===== config.mk =====
export PLATFORM = sky130hd
export DESIGN_NAME = hires_color_combiner
export DESIGN_NICKNAME = d
export VERILOG_FILES = /design/src/rtl/hcm_pkg.sv /design/src/rtl/hcm_chan_math.sv /design/src/rtl/hcm_fixed_reg.sv /design/src/rtl/hires_color_combiner.sv
export SDC_FILE = /design/constraint.sdc
export NUM_CORES = 1
export LEC_CHECK = 0
export ABC_CLOCK_PERIOD_IN_PS = 6800
export BUFFER_PORTS_ARGS = -buffer_cell sky130_fd_sc_hd__buf_4
export CAP_MARGIN = 10
export CORE_MARGIN = 2
export CORE_UTILIZATION = 55
export DETAILED_ROUTE_END_ITERATION = 10
export MAX_ROUTING_LAYER = met4
export PLACE_DENSITY = 0.83
export SYNTH_ARGS = -nofsm -noshare
export SYNTH_HDL_FRONTEND = slang
export SYNTH_SLANG_ARGS = --single-unit

===== constraint.sdc =====
create_clock -name clk -period 6.8 [get_ports clk]
set_input_delay 1.36 -clock clk [delete_from_list [all_inputs] [get_ports clk]]
set_output_delay 1.36 -clock clk [all_outputs]
set_load 0.01 [all_outputs]

===== src/rtl/hcm_pkg.sv =====
package hcm_pkg;
    localparam int CH_W     = 5;
    localparam int N_CH     = 3;
    localparam int COLOR_W  = CH_W * N_CH;
    localparam int N_LAYERS = 6;
    localparam int LAYER_W  = $clog2(N_LAYERS);
    localparam int SEL_LSB  = CH_W;

    typedef logic [COLOR_W-1:0] color_t;

    typedef struct packed {
        logic   out_valid;
        logic   out_right;
        color_t out_rgb;
        color_t hold_rgb;
        color_t prev_main;
    } pipe_state_t;
endpackage


===== src/rtl/hcm_chan_math.sv =====
module hcm_chan_math #(
    parameter int W = 5
) (
    input  logic [W-1:0] a,
    input  logic [W-1:0] b,
    input  logic         op_sub,
    input  logic         op_half,
    output logic [W-1:0] y
);
    logic [W:0]   sum;
    logic [W:0]   diff;
    logic [W-1:0] clipped;

    always_comb begin
        sum  = {1'b0, a} + {1'b0, b};
        diff = {1'b0, a} - {1'b0, b};
        if (op_sub)
            clipped = diff[W] ? '0 : diff[W-1:0];
        else
            clipped = sum[W] ? '1 : sum[W-1:0];
        if (op_half)
            y = op_sub ? {1'b0, clipped[W-1:1]} : sum[W:1];
        else
            y = clipped;
    end

    // a saturating add never falls below its first input
    always_comb begin
        if (!op_sub && !op_half)
            a_r5_add_not_below: assert (y >= a);
    end

    // subtraction never exceeds its first input
    always_comb begin
        if (op_sub)
            a_r5_sub_not_above: assert (y <= a);
    end
endmodule


===== src/rtl/hcm_fixed_reg.sv =====
module hcm_fixed_reg
    import hcm_pkg::*;
(
    input  logic       clk,
    input  logic       rst_n,
    input  logic       we,
    input  logic [7:0] wbyte,
    output color_t     fixed_rgb
);
    logic [N_CH-1:0][CH_W-1:0] fix_d, fix_q;

    for (genvar c = 0; c < N_CH; c++) begin : g_ch
        always_comb begin
            fix_d[c] = fix_q[c];
            if (we && wbyte[SEL_LSB + c])
                fix_d[c] = wbyte[CH_W-1:0];
        end

        always_ff @(posedge clk or negedge rst_n) begin
            if (!rst_n) fix_q[c] <= '0;
            else        fix_q[c] <= fix_d[c];
        end
    end

    assign fixed_rgb = fix_q;

    // a write selecting no channel leaves the register untouched
    a_r9_no_select_stable: assert property (@(posedge clk) disable iff (!rst_n)
        (we && wbyte[7:5] == 3'b000) |=> $stable(fixed_rgb));

    // selecting red loads the written value into the red field
    a_r9_red_load: assert property (@(posedge clk) disable iff (!rst_n)
        (we && wbyte[5]) |=> (fixed_rgb[4:0] == $past(wbyte[4:0])));
endmodule


===== src/rtl/hires_color_combiner.sv =====
module hires_color_combiner
    import hcm_pkg::*;
(
    input  logic         clk,
    input  logic         rst_n,
    input  logic         pix_valid,
    input  logic         line_first,
    input  logic [14:0]  main_rgb,
    input  logic [14:0]  sub_rgb,
    input  logic [2:0]   main_layer,
    input  logic [5:0]   math_mask,
    input  logic         use_fixed,
    input  logic         op_subtract,
    input  logic         op_half,
    input  logic         fix_we,
    input  logic [7:0]   fix_byte,
    output logic         out_valid,
    output logic         out_right,
    output logic [14:0]  out_rgb
);
    localparam int EXT_W = 1 << LAYER_W;

    pipe_state_t st_d, st_q;
    color_t      fixed_rgb;
    color_t      operand;
    color_t      prev_main;
    color_t      left_math, right_math;
    color_t      left_rgb, right_rgb;
    logic [EXT_W-1:0] mask_ext;
    logic        math_on;

    hcm_fixed_reg i_fixed (
        .clk       (clk),
        .rst_n     (rst_n),
        .we        (fix_we),
        .wbyte     (fix_byte),
        .fixed_rgb (fixed_rgb)
    );

    always_comb begin
        operand   = use_fixed ? fixed_rgb : sub_rgb;
        prev_main = line_first ? '0 : st_q.prev_main;
        mask_ext  = EXT_W'(math_mask);
        math_on   = (32'(main_layer) < N_LAYERS) && mask_ext[main_layer];
    end

    for (genvar c = 0; c < N_CH; c++) begin : g_ch
        hcm_chan_math #(.W(CH_W)) i_right (
            .a       (main_rgb[c*CH_W +: CH_W]),
            .b       (operand[c*CH_W +: CH_W]),
            .op_sub  (op_subtract),
            .op_half (op_half),
            .y       (right_math[c*CH_W +: CH_W])
        );
        hcm_chan_math #(.W(CH_W)) i_left (
            .a       (operand[c*CH_W +: CH_W]),
            .b       (prev_main[c*CH_W +: CH_W]),
            .op_sub  (op_subtract),
            .op_half (op_half),
            .y       (left_math[c*CH_W +: CH_W])
        );
    end

    always_comb begin
        left_rgb  = math_on ? left_math  : sub_rgb;
        right_rgb = math_on ? right_math : main_rgb;

        st_d           = st_q;
        st_d.out_valid = 1'b0;
        st_d.out_right = 1'b0;
        if (pix_valid) begin
            st_d.out_valid = 1'b1;
            st_d.out_rgb   = left_rgb;
            st_d.hold_rgb  = right_rgb;
            st_d.prev_main = main_rgb;
        end else if (st_q.out_valid && !st_q.out_right) begin
            st_d.out_valid = 1'b1;
            st_d.out_right = 1'b1;
            st_d.out_rgb   = st_q.hold_rgb;
        end
    end

    always_ff @(posedge clk or negedge rst_n) begin
        if (!rst_n) st_q <= '0;
        else        st_q <= st_d;
    end

    assign out_valid = st_q.out_valid;
    assign out_right = st_q.out_right;
    assign out_rgb   = st_q.out_rgb;

    // an accepted pixel shows its left half next cycle
    a_r2_left_follows_accept: assert property (@(posedge clk) disable iff (!rst_n)
        pix_valid |=> (out_valid && !out_right));

    // a left half is always followed by its right half
    a_r2_right_follows_left: assert property (@(posedge clk) disable iff (!rst_n)
        (out_valid && !out_right) |=> (out_valid && out_right));

    // at a line start a plain add leaves the operand as the left half
    a_r4_line_start_black: assert property (@(posedge clk) disable iff (!rst_n)
        (pix_valid && line_first && math_on && !use_fixed && !op_subtract && !op_half)
        |=> (out_rgb == $past(sub_rgb)));

    // with math off the right half is the raw main color
    a_r7_disabled_right: assert property (@(posedge clk) disable iff (!rst_n)
        (pix_valid && !math_on) |=> ##1 (out_rgb == $past(main_rgb, 2)));
endmodule


* After elaboration in Yosys (flattened, before gate mapping)
Cells that the tools add are included. Widths: inputs -> output; s select.
Storage, ports and cells: word-level logic and storage cells 69, bits in registers 62, input port bits 55
Cells by class: add/sub/neg operators 12, magnitude comparators 2, reduce and logical (&&, ||, !) cells 7, mux-type cells 40
Operators with widths (count):
- $mux 5 | 30
- $mux 15 | 5
- $add 5x5->6 | 6
- $sub 5x5->6 | 6
- $mux 17 | 1
- $logic_and 1x1->1 | 5
- $lt 3x4->1 const B | 1
- $bmux 1 s3 | 1
- $lt 3x3->1 const B | 1
- $mux 1 | 3
- $reduce_bool 2->1 | 1
- $logic_not 1->1 | 1

* Logic depth before layout (Yosys ltp)
depth in word-level cells 8, mapped depth 13, mapped depth without buffers 11

* By module
Synthesis repeated with hierarchy kept, for this count alone.
Second synthesis, totals: cells, all modules 814, area total of the unflattened synthesis 7051.8 um^2
Modules (own cells, without submodules):
- hcm_chan_math | cells each 81, area each 610.6 um^2, instances 6
- hires_color_combiner | cells each 295, area each 2832.7 um^2, instances 1
- hcm_fixed_reg | cells each 33, area each 555.5 um^2, instances 1

* Least setup slack after synthesis
OpenSTA, ideal clock, no wires.
path kind input port to flip-flop, start point input port use_fixed, end point register st_q, in the netlist out_rgb[3], buffers on the path 2, arrival 4101 ps, setup time 126 ps, cell stages on the path 11, data required time 6674 ps, slack 2573 ps, path through buf_6 -> clkbuf_1 -> mux2i_1 -> inv_1 -> fa_1 -> a21o_1 -> a21oi_1 -> o31ai_1 -> o22ai_1 -> a22oi_1 -> a221o_1
Between the ends: longest elaborated chain between the ends 8, elaborated cells between the ends (all ways) 10, those cells by class 2 x add/sub; 8 x mux
RTL lines:
- start: declaration | line hires_color_combiner.sv:12 | input logic use_fixed,
- $mux 15 * | line hires_color_combiner.sv:41 | operand = use_fixed ? fixed_rgb : sub_rgb;
- $add 5x5->6 or $sub 5x5->6 (tied branches) | line hcm_chan_math.sv:15, hcm_chan_math.sv:16
- $mux 5, on equally long branches | line hcm_chan_math.sv:20, hcm_chan_math.sv:18
- $mux 5 | line hcm_chan_math.sv:17 | if (op_sub)
- $mux 5 | line hcm_chan_math.sv:22 | y = op_sub ? {1'b0, clipped[W-1:1]} : sum[W:1];
- $mux 5 * | line hcm_chan_math.sv:21 | if (op_half)
- $mux 15 * | line hires_color_combiner.sv:65 | left_rgb = math_on ? left_math : sub_rgb;
- $mux 15 * | line hires_color_combiner.sv:71 | if (pix_valid) begin
- end signal: assignment | line hires_color_combiner.sv:85 | else st_q <= st_d;
- end: declaration | line hires_color_combiner.sv:23 | pipe_state_t st_d, st_q;
Every way passes the cells marked *; elsewhere a longest branch is shown, timed or not. A chain may end at the register's enable or synchronous reset.

* Worst setup path after layout
start point input port use_fixed, end point register st_q, in the netlist out_rgb[1]
Same word-level chain as after synthesis.

==> results.json <==
{
  "period_needed_ns": 4.00,
  "synth_edf_count": 0,
  "ys_top_cells_by_area": "dfrtp_1 25%, ha_1 13%, mux2_2 5.3%",
  "power_density_nw_per_um2": 219,
  "layoutNonFillerInstCount": 890,
  "fin_tns_setup_ns": 0,
  "yosysTopAreaCellShare_pct": 25.2,
  "syn-cell-area_um2": 6150,
  "worstPathArrival_ns": 4.29,
  "critPathKind": "in -> reg",
  "muxShareOfSynthArea_pct": 9.01,
  "dr.pass1.iters": 5,
  "synth_fa_ha_area_share_pct": 16.4,
  "num_antenna_cells": 0,
  "final_max_slew_viol_count": 0,
  "worstMarginPinSlew_ns": 0.812,
  "async_flop_share_pct": 100,
  "n_fill_cell": 917,
  "yosysWarnings": 0,
  "syn_inst": 711,
  "path_max_fanout": 16,
  "viasPerCell": 6.21,
  "antenna_found_initial": 0,
  "yosys_most_used_dff": "dfrtp_1",
  "cts_tree": "yes",
  "place_inst": 874,
  "num_rows": 38,
  "yosys.area_share.simple_pct": 13.9,
  "clk_latency_ns": 0.35,
  "routed_wl_um": 16300,
  "relSlewSlack_pct": 45.9,
  "cts.sinks": 62,
  "die-area_um2": 12000,
  "core_um2": 10900,
  "fin_nets": 874,
  "ant_nets": 0,
  "grt_pass1_vias": 5401,
  "grt_max_degree": 82,
  "ir_drop_v": 0.000111,
  "hold_viol": 0,
  "post_cts_buffers": 0,
  "ctsLongestPathBuffers": 2,
  "fin_area_um2": 6820,
  "ys_ff_latch": 62,
  "max_clock_freq_ghz": 0.250,
  "die_y_um": 110,
  "finalPower_w": 0.00149,
  "critical_path_required_ns": 7.09,
  "dpl-instance-area_um2": 6600,
  "final_cell_mix": "77 x inv_1, 73 x buf_4, 63 x ha_1",
  "crit_path_end_kind": "flip-flop",
  "setup.worst_path.start_class": "primary input",
  "dieWidth_um": 110,
  "leakage_nw": 3.18,
  "post_drt_wl_per_cell_um": 18.3,
  "htreeDepth": 3,
  "layout_commonest_cell": "inv_1",
  "hold_path_class": "reg -> reg",
  "synth_top_family_by_area": "compound AO/OA/AOI/OAI gates",
  "status": "finished clean",
  "clock_skew_ns": 0.00723,
  "drive_above_1_share_pct": 17.6,
  "cts_buffers": 9,
  "place.gp.congestion": 0.927,
  "num_vias": 5529,
  "syn_nets": 840,
  "cts-root-buf": "clkbuf_8",
  "ys_seq_area_share_pct": 25.2,
  "synth_xor_area_share_pct": 3.13,
  "cts_resized": 0,
  "yosys.area.top_type": "dfrtp_1",
  "rsz0062_at_grt": "false",
  "finalSetupViolCount": 0,
  "grt_overflow": 0,
  "drc_errors": 0,
  "cap_viol_max_count": 0,
  "portBuffers": 71,
  "clk_pin_slew_ns": 0.07,
  "drt_iter0_markers": 472,
  "dp.final_hpwl_um": 12300,
  "start_util_pct": 56.5,
  "syn2layout_area_growth_pct": 10.9,
  "pin_count": 72,
  "cts_hold_buf": 0,
  "grt_pass1_wl_um": 26100,
  "synth_compound_area_share_pct": 23.1,
  "grtUsageTotal_pct": 28.9,
  "yosysUniqueCellTypes": 69,
  "postSynthAreaPerCell_um2": 8.65,
  "fin_crit_sh_pct": 58.9
}
final cells by class:
cell class / count / area (µm²) / share of cell area [%]
multi-input combinational: 522 / 4030 / 59.1
sequential: 62 / 1550 / 22.7
timing repair buffer: 73 / 548 / 8.04
inverter: 77 / 289 / 4.24
tap: 140 / 175 / 2.57
clock buffer: 10 / 138 / 2.02
clock inverter: 6 / 85.1 / 1.25
sequential cells by signal (all words and copies together) (netlist names):
| name | flops |
|---|---|
| out_valid | 1 |
| st_q | 30 |
| out_rgb | 15 |
| out_right | 1 |
| i_fixed.fixed_rgb | 15 |
power by group:
part	switching (W)	internal (W)	total, W	leakage [nW]
combinational	0.000378	0.000285	0.000663	2.34
clock	0.000153	0.000215	0.000368	0.108
sequential	0.0000356	0.000426	0.000461	0.735
Yosys cell counts (3+ instances only):
library cell,number
o21ai_0,29
and3_1,3
nor3_1,3
o31ai_1,7
o21a_1,3
a31oi_1,11
and2_1,5
a211oi_1,5
a211o_1,4
fa_1,11
nor2_1,56
mux2_2,29
nand2_1,39
a311oi_1,3
xnor2_1,15
buf_6,3
buf_2,6
a221o_1,3
nand3_1,17
nand2b_1,23
o311ai_0,4
dfrtp_1,62
o2111ai_1,4
o31a_1,5
o21bai_1,6
nor2b_1,16
o221ai_1,12
a21o_1,5
mux2i_1,19
nand3b_1,3
buf_4,16
clkbuf_1,23
o211a_1,4
o22ai_1,13
a21oi_1,45
xor2_1,7
a221oi_1,5
ha_1,63
o211ai_1,7
inv_1,77
per-stage QoR:
step	hold WS [ns]	worst slack [ns]	utilization, %
2_1_floorplan	0.470	2.57	-
3_3_place_gp	0.485	2.62	60.6
3_5_place_dp	0.488	2.53	60.6
4_1_cts	0.504	2.87	62.6
5_1_grt	0.520	2.57	62.6
6_report	0.501	2.80	62.6
cell families after synthesis:
kind of cell / count (synthesis)
AO/OA/AOI/OAI: 200
XOR/XNOR: 22
adder cells (fa/ha/maj): 74
buffers and inverters: 127
flip-flops: 62
multiplexers: 50
AND/OR/NAND/NOR: 176
critical path, stage by stage:
cell	delay, ns
buf_4	0.26
mux2i_1	0.66
inv_1	0.26
ha_1	0.37
nand2b_1	0.08
a211oi_1	0.42
nor2_1	0.10
o31a_1	0.31
a221oi_1	0.29
a211o_1	0.14
layer usage:
metal	up-vias	wire, µm	share of wire (%)	GRT usage (%)
met2	253	8160	50	48.6
met3	37	970	5.9	4.33
li1	2584	-	-	-
met4	0	427	2.6	10.7
met1	2655	6750	41	35.2
met5	-	0	0	-
final timing paths:
path / to / startpoint / slack [ns] / depth (start not counted)
worst max-delay path: out_rgb[1]$_DFFE_PN0P_ / use_fixed / 2.80 / 10
worst min-delay path: st_q[11]$_DFFE_PN0P_ / st_q[11]$_DFFE_PN0P_ / 0.50 / 1
worst max register to register: out_rgb[1]$_DFFE_PN0P_ / i_fixed.fixed_rgb[1]$_DFFE_PN0P_ / 3.79 / 9
worst min register to register: st_q[11]$_DFFE_PN0P_ / st_q[11]$_DFFE_PN0P_ / 0.50 / 1
max in group asynchronous: out_rgb[12]$_DFFE_PN0P_ / rst_n / 5.16 / 1
min in group asynchronous: st_q[6]$_DFFE_PN0P_ / rst_n / 1.09 / 1
Note: power is estimated with default switching activity, not from simulation.
